==> config.mk <==
export PLATFORM = sky130hd
export DESIGN_NAME = spi_rx_packer
export DESIGN_NICKNAME = d
export VERILOG_FILES = /design/src/rtl/spi_rx_packer_pkg.sv /design/src/rtl/spk_sync.sv /design/src/rtl/spk_packer.sv /design/src/rtl/spk_hold.sv /design/src/rtl/spk_boot_cnt.sv /design/src/rtl/spi_rx_packer.sv
export SDC_FILE = /design/constraint.sdc
export NUM_CORES = 1
export LEC_CHECK = 0
export ABC_AREA = 1
export BUFFER_PORTS_ARGS = -buffer_cell sky130_fd_sc_hd__buf_2
export CAP_MARGIN = 20
export CORE_ASPECT_RATIO = 1.75
export CORE_UTILIZATION = 50
export DETAILED_ROUTE_END_ITERATION = 7
export PLACE_DENSITY_LB_ADDON = 0.12
export REMOVE_ABC_BUFFERS = 1
export SYNTH_ARGS = -nofsm -noshare
export SYNTH_HDL_FRONTEND = slang
export SYNTH_SLANG_ARGS = --single-unit
==> constraint.sdc <==
create_clock -name clk -period 2.53 [get_ports clk]
set_input_delay 0 -clock clk [delete_from_list [all_inputs] [get_ports clk]]
set_output_delay 0 -clock clk [all_outputs]
set_load 0.005 [all_outputs]
==> src/rtl/spi_rx_packer_pkg.sv <==
package spi_rx_packer_pkg;
  typedef enum logic [1:0] {
    HW_8   = 2'b00,
    HW_16  = 2'b01,
    HW_32  = 2'b10,
    HW_32X = 2'b11
  } host_width_e;
endpackage

==> src/rtl/spk_sync.sv <==
module spk_sync #(
  parameter int WIDTH  = 1,
  parameter int STAGES = 2
) (
  input  logic             clk,
  input  logic             rst,
  input  logic [WIDTH-1:0] din,
  output logic [WIDTH-1:0] dout
);
  logic [WIDTH-1:0] stage_q [STAGES];

  always_ff @(posedge clk) begin
    if (rst) stage_q[0] <= '0;
    else     stage_q[0] <= din;
  end

  for (genvar s = 1; s < STAGES; s++) begin : g_stage
    always_ff @(posedge clk) begin
      if (rst) stage_q[s] <= '0;
      else     stage_q[s] <= stage_q[s-1];
    end
  end

  assign dout = stage_q[STAGES-1];
endmodule

==> src/rtl/spk_packer.sv <==
module spk_packer
  import spi_rx_packer_pkg::*;
#(
  parameter int WORD_W = 32
) (
  input  logic              clk,
  input  logic              rst,
  input  logic              active,
  input  logic              bit_stb,
  input  logic              bit_val,
  input  logic [1:0]        width_in,
  output logic              word_stb,
  output logic [WORD_W-1:0] word_out
);
  localparam int Q_W   = WORD_W / 4;
  localparam int H_W   = WORD_W / 2;
  localparam int CNT_W = $clog2(WORD_W);

  host_width_e       width_q;
  logic [CNT_W-1:0]  bit_cnt;
  logic [1:0]        slot;
  logic [WORD_W-1:0] shreg, pack;
  logic [WORD_W-1:0] sh_next, placed;
  logic [CNT_W-1:0]  last_bit;
  logic [1:0]        last_slot;

  assign sh_next = {shreg[WORD_W-2:0], bit_val};

  always_comb begin
    case (width_q)
      HW_8: begin
        last_bit  = CNT_W'(Q_W - 1);
        last_slot = 2'd3;
        placed    = WORD_W'(sh_next[Q_W-1:0]) << (Q_W * slot);
      end
      HW_16: begin
        last_bit  = CNT_W'(H_W - 1);
        last_slot = 2'd1;
        placed    = WORD_W'(sh_next[H_W-1:0]) << (H_W * slot);
      end
      default: begin
        last_bit  = CNT_W'(WORD_W - 1);
        last_slot = 2'd0;
        placed    = sh_next;
      end
    endcase
  end

  always_ff @(posedge clk) begin
    if (rst) begin
      width_q  <= HW_32;
      bit_cnt  <= '0;
      slot     <= '0;
      shreg    <= '0;
      pack     <= '0;
      word_stb <= 1'b0;
      word_out <= '0;
    end else begin
      word_stb <= 1'b0;
      if (!active) begin
        width_q <= host_width_e'(width_in);
        bit_cnt <= '0;
        slot    <= '0;
        shreg   <= '0;
        pack    <= '0;
      end else if (bit_stb) begin
        if (bit_cnt == last_bit) begin
          bit_cnt <= '0;
          shreg   <= '0;
          if (slot == last_slot) begin
            word_stb <= 1'b1;
            word_out <= pack | placed;
            pack     <= '0;
            slot     <= '0;
          end else begin
            pack <= pack | placed;
            slot <= slot + 2'd1;
          end
        end else begin
          bit_cnt <= bit_cnt + 1'b1;
          shreg   <= sh_next;
        end
      end
    end
  end
endmodule

==> src/rtl/spk_hold.sv <==
module spk_hold #(
  parameter int WORD_W = 32
) (
  input  logic              clk,
  input  logic              rst,
  input  logic              in_stb,
  input  logic [WORD_W-1:0] in_word,
  input  logic              ready,
  output logic [WORD_W-1:0] data,
  output logic              valid,
  output logic              ovf,
  output logic              xfer
);
  assign xfer = valid && ready;

  always_ff @(posedge clk) begin
    if (rst) begin
      data  <= '0;
      valid <= 1'b0;
      ovf   <= 1'b0;
    end else if (in_stb) begin
      if (!valid || ready) begin
        data  <= in_word;
        valid <= 1'b1;
      end else begin
        ovf <= 1'b1;
      end
    end else if (xfer) begin
      valid <= 1'b0;
    end
  end
endmodule

==> src/rtl/spk_boot_cnt.sv <==
module spk_boot_cnt #(
  parameter int BOOT_WORDS = 384
) (
  input  logic clk,
  input  logic rst,
  input  logic xfer,
  output logic done
);
  localparam int CW = $clog2(BOOT_WORDS + 1);
  logic [CW-1:0] cnt;

  always_ff @(posedge clk) begin
    if (rst) begin
      cnt  <= '0;
      done <= 1'b0;
    end else if (xfer && !done) begin
      cnt <= cnt + 1'b1;
      if (cnt == CW'(BOOT_WORDS - 1)) done <= 1'b1;
    end
  end
endmodule

==> src/rtl/spi_rx_packer.sv <==
module spi_rx_packer #(
  parameter int WORD_W      = 32,
  parameter int SYNC_STAGES = 2,
  parameter int BOOT_WORDS  = 384
) (
  input  logic              clk,
  input  logic              rst,
  input  logic              spi_sclk,
  input  logic              spi_mosi,
  input  logic              spi_sel_n,
  input  logic [1:0]        width_sel,
  output logic [WORD_W-1:0] word_data,
  output logic              word_valid,
  input  logic              word_ready,
  output logic              overflow,
  output logic              boot_done
);
  logic [2:0]        pins_s;
  logic              sclk_d;
  logic              bit_stb;
  logic              pk_stb;
  logic [WORD_W-1:0] pk_word;
  logic              xfer;

  spk_sync #(.WIDTH(3), .STAGES(SYNC_STAGES)) u_sync (
    .clk (clk),
    .rst (rst),
    .din ({spi_sel_n, spi_mosi, spi_sclk}),
    .dout(pins_s)
  );

  always_ff @(posedge clk) begin
    if (rst) sclk_d <= 1'b0;
    else     sclk_d <= pins_s[0];
  end

  assign bit_stb = pins_s[0] && !sclk_d;

  spk_packer #(.WORD_W(WORD_W)) u_pack (
    .clk     (clk),
    .rst     (rst),
    .active  (!pins_s[2]),
    .bit_stb (bit_stb),
    .bit_val (pins_s[1]),
    .width_in(width_sel),
    .word_stb(pk_stb),
    .word_out(pk_word)
  );

  spk_hold #(.WORD_W(WORD_W)) u_hold (
    .clk    (clk),
    .rst    (rst),
    .in_stb (pk_stb),
    .in_word(pk_word),
    .ready  (word_ready),
    .data   (word_data),
    .valid  (word_valid),
    .ovf    (overflow),
    .xfer   (xfer)
  );

  spk_boot_cnt #(.BOOT_WORDS(BOOT_WORDS)) u_boot (
    .clk (clk),
    .rst (rst),
    .xfer(xfer),
    .done(boot_done)
  );
endmodule

Word level (Yosys, flattened, before mapping) --
Memory sizes are Yosys's and may differ from the RTL's. Cells that the tools add are included.
Operators by class: div/mod/pow operators 0, $lt $le $gt $ge 0, multipliers 0, $add $sub $neg 3, reduce and logical (&&, ||, !) cells 17, multiplexer cells 16, shift operators 2, equal/unequal tests 5, bitwise logic cells 7
Operators by type and width (number):
- $pmux 32 s2 | 1
- $mux 32 | 1
- $or 32x32->32 | 1
- $shl 16x6->32 | 1
- $shl 8x5->32 | 1
- $mux 31 | 1
- $pmux 5 s2 | 1
- $reduce_and 2->1 | 5
- $add 9x1->9 const B | 1
- $eq 9x9->1 const B | 1
- $mux 1 | 7
- $mux 3 | 2
- $add 5x1->5 const B | 1
- $eq 5x5->1 | 1
- $mux 5 | 1
- $not 1->1 | 4
- $pmux 2 s2 | 1
- $reduce_and 4->1 | 1
- $reduce_or 4->1 | 1
- $logic_and 1x1->1 | 3
- $logic_not 1->1 | 3
- $add 2x1->2 const B | 1
- $eq 2x1->1 const B | 1
- $eq 2x2->1 | 1
- other kinds (7) | 8
Word-level totals: latch bits 0, bits in writable memories 6, logic and storage cells 64, memory bits (read-only) 0, input port bits 8, memories 1, bits in registers 150, output and inout port bits 35
Memories:
- u_sync.stage_q | depth 2, width 3, read ports 2, clocked after memory_dff 0, wr ports 2, line spk_sync.sv:10 | logic [WIDTH-1:0] stage_q [STAGES];

Logic depth before layout (Yosys ltp) --
depth in word-level cells 5, mapped depth 12, gate-level depth less buffers 10

Hierarchy --
A second synthesis with hierarchy kept.
Unflattened totals: cells, all modules 936, area, all modules 6799.0 sq um
Modules (own cells, without submodules):
- spk_packer | times used 1, seq. area each 2102.0 sq um, area an instance 4556.9 sq um, cells an instance 628
- spk_hold | times used 1, seq. area each 680.7 sq um, area an instance 1579.0 sq um, cells an instance 221
- spk_boot_cnt | times used 1, seq. area each 200.2 sq um, area an instance 462.9 sq um, cells an instance 64
- spk_sync | times used 1, seq. area each 120.1 sq um, area an instance 165.2 sq um, cells an instance 18
- spi_rx_packer | times used 1, seq. area each 20.0 sq um, area an instance 35.0 sq um, cells an instance 5

Worst setup path after synthesis --
No wires, ideal clock.
path kind register to register, start register u_pack.bit_cnt[0], end register u_pack.word_out[25], stages on the path, launching flop included 11, arrival time 1.397 ns, setup slack 1.021 ns, cells stage by stage dfxtp_1 ha_1 nand2_1 a21oi_1 nand2_2 nor2_4 nand2_1 buf_6 buf_2 nor2_1 nor2_1
Between the ends: cells in the longest elaborated chain, start to end 2
RTL lines:
- from (decl) | line spk_packer.sv:20 | logic [CNT_W-1:0] bit_cnt;
- from (signal assigned) | line spk_packer.sv:80 | bit_cnt <= bit_cnt + 1'b1;
- $eq 5x5->1 | line spk_packer.sv:67 | if (bit_cnt == last_bit) begin
- $reduce_and 4->1 (no source line)
- to (signal assigned) | line spk_packer.sv:72 | word_out <= pack | placed;
- to (decl) | line spk_packer.sv:13 | output logic [WORD_W-1:0] word_out
No other way between the ends. A chain may end at the register's enable or synchronous reset.

Final worst setup path --
start register u_pack.width_q[1], end register u_pack.word_out[11]
Between the ends: cells in the longest elaborated chain, start to end 4
RTL lines:
- from (decl) | line spk_packer.sv:19 | host_width_e width_q;
- from (signal assigned) | line spk_packer.sv:61 | width_q <= host_width_e'(width_in);
- $eq 2x1->1 or $logic_not 2->1 (tied branches) | line spk_packer.sv:30 | case (width_q)
- $pmux 5 s2 or $pmux 2 s2 (tied branches) | line spk_packer.sv:30
- $eq 5x5->1 or $eq 2x2->1 (tied branches) | line spk_packer.sv:67, spk_packer.sv:70
- $reduce_and 4->1 (no source line)
Several ways; a longest one is shown, not always the timed one.

==> results_dict.tcl <==
set metrics [dict create \
    cts_buffer_depth 2 \
    min_period_ps 1993 \
    io_buffers 42 \
    syn_avg_cell_area_um2 7.203 \
    start_kind "flop" \
    synth-edff-count 0 \
    hold_path.class "input port to flop" \
    synth_seq_area_share_pct 50.24 \
    drt-total-wl_mm 14.00 \
    drv_slew 0 \
    netlist_instances 863 \
    hp-start "width_sel[1]" \
    peakVddDrop_v 0.0004852 \
    core_area_um2 12070 \
    slowest_stage "dfxtp_1" \
    crit_start "u_pack.width_q[1]$_SDFFE_PP1P_" \
    routedWlPerCell_um 12.88 \
    via_per_inst 4.971 \
    hold-worst-slack_ps 363.8 \
    overflow 0 \
    synthFlopType "dfxtp_1" \
    cts_resized 0 \
    cts_setup_buffers 0 \
    area_delta_synth_final_pct 17.55 \
    rsz0062_at_grt "no" \
    crit_fanout 13 \
    initialDrtViolationCount 249 \
    critical_path.max_stage_delay_ps 650 \
    min_period_over_period_pct 78.76 \
    ios 43 \
    cts_buffers 17 \
    fin_skew_ps 8.172 \
    status "finished, final reports clean" \
    clock_latency_ps 410 \
    drt-pass1-iter-count 5 \
    path_delay_family "flip-flops" \
    power-per-cell-area_nw_per_um2 720.9 \
    fp.dieH_um 149.5 \
    synth_top_area_share_pct 50.24 \
    path_buf_inv 1 \
    gp_congestion 0.8730 \
    clk_pin_slew_ps 60 \
    rrSetupSlack_ps 540 \
    multiInputGateArea_um2 2565 \
    grt_max_degree 42 \
    drive_gt1_share_pct 11.50 \
    ctsHtreeMaxLevel 4 \
    fin_tns_setup_ps 0 \
    fmax_mhz 501.8 \
    yosys_warnings 0 \
    synth_common_cells "nand2_1 (224), dfxtp_1 (156), nor2_1 (128), inv_1 (82), o21ai_0 (76)" \
    fill_cells 1135 \
    crit_required_ps 2880 \
    grt_pass1_vias 5115 \
    cts.sink_count 156 \
    async_flop_share_pct 0 \
    arrival_ps 2340 \
    detail-route-antenna-nets 0 \
    route.detailed.drc 0 \
    cap_viol_max_count 0 \
    antenna_found_initial 0 \
    die_area_um2 12900 \
    hold_viol 0 \
    tightest_slew_ps 543.9 \
    path_cells "inv_1 > o21ai_2 > nand2_1 > o21ai_0 > nor2_1 > nor2_1" \
    cts_tree "done" \
    critical_path_class "flop to flop" \
    cp-end-kind "flop" \
    place_hpwl_mm 9.503 \
    synth_seq_cells 156 \
    r2r_start "u_pack.width_q[1]$_SDFFE_PP1P_" \
    vias 5403 \
    power_leakage_nw 3.498 \
    num_antenna_cells 0 \
    synth_most_common_cell "nand2_1" \
    yosys.area.top_type "dfxtp_1" \
    root_buffer "clkbuf_16" \
    ys_top_cells_by_area "dfxtp_1 (50%), nand2_1 (14%), nor2_1 (7.7%)" \
    synthesis.area_um2 6216 \
    layout.nets 919 \
    setup-violations-final 0 \
    track_usage_pct 23.44 \
    area.sequential_um2 3123 \
    initial_core_util_pct 51.50 \
    die_x_um 86.29 \
    ys_types 27 \
    grt_pass1_wl_mm 23.50 \
    path_common_cell "nor2_1" \
    slew_headroom_pct 63.46 \
    rows 53 \
]
[worst reg2reg max path: cells and delay by family (launching register included)]
kind | cells | cell delay (ps)
AND/OR/NAND/NOR | 3 | 490
AO/OA/AOI/OAI | 2 | 570
buffers and inverters | 1 | 230
flip-flops | 1 | 650
[cell usage in the layout (no fill, tap or decap), types with 5 or more instances in the layout]
cell,count
nand2_1,223
dfxtp_1,156
nor2_1,128
inv_1,82
o21ai_0,76
a21oi_1,72
buf_2,42
nand3_1,26
clkbuf_16,17
nor3_1,15
buf_4,13
dlygate4sd3_1,11
a211oi_1,9
a21o_1,8
nand2_2,6
clkbuf_8,5
[kinds of logic (layout without fill, tap and decap cells)]
logic type | count (synthesis) | in the layout | synth area share [%]
adder cells (fa/ha/maj) | 2 | 2 | 0.4025
AND/OR/NAND/NOR | 407 | 407 | 26.35
flip-flops | 156 | 156 | 50.24
AO/OA/AOI/OAI | 169 | 169 | 14.47
buffers and inverters | 129 | 188 | 8.535
[per-stage QoR]
stage	std cells	total power, mW	area (um^2)	setup WS (ps)	utilization [%]
finish	1087	5.268	7307	537.3	60.54
global route	1087	5.450	7307	327.1	60.54
CTS	1087	5.314	7307	561.9	60.54
detailed placement	1044	2.754	6589	580.5	54.59
global placement	1044	2.750	6589	606.6	54.59
floorplan	821	2.677	6012	-180.9	-
[what timing repair did]
item                                   4_1_cts  5_1_grt
hold buffers                                11        0
endpoints found under the hold margin       13        0
setup endpoints to repair                    0        0
[area by class of cell]
class / count / area share (%)
flip-flops and latches: 156 / 42.74
multi-input cells: 578 / 35.10
clock buffers: 23 / 6.815
repair buffers: 69 / 6.541
inverters: 87 / 4.469
well taps: 165 / 2.825
clock inverters: 9 / 1.507
[per-layer routing]
layer / track usage (%) / vias to the layer above / wire, um
met5: 0 / - / 0
met4: 9.000 / 0 / 278
met3: 5.240 / 25 / 413
met2: 42.66 / 84 / 7534
met1: 26.12 / 2485 / 5775
li1: - / 2809 / -
[sequential cells by signal, indices dropped and copies added (netlist names)]
register and cells:
sclk_d 1, u_boot.cnt 9, u_boot.done 1, u_hold.data 32
u_hold.ovf 1, u_hold.valid 1, u_pack.bit_cnt 5, u_pack.pack 32
u_pack.shreg 31, u_pack.slot 2, u_pack.width_q 2, u_pack.word_out 32
u_pack.word_stb 1, u_sync.stage_q 6
[path summary, 6_finish.rpt]
path	to	depth (start not counted)
worst max register to register	u_pack.word_out[11]$_SDFFE_PP0P_	6
worst min register to register	u_sync.stage_q[1][1]$_SDFF_PP0_	2
worst max-delay path	u_pack.word_out[11]$_SDFFE_PP0P_	6
worst min-delay path	u_pack.width_q[1]$_SDFFE_PP1P_	4
[where the power goes]
part           total [mW]  internal (mW)  switching (mW)
logic               0.196         0.0712           0.125
clock network        2.55           1.58           0.970
registers            2.52           2.49          0.0312
Note: power is estimated with default switching activity, not from simulation.
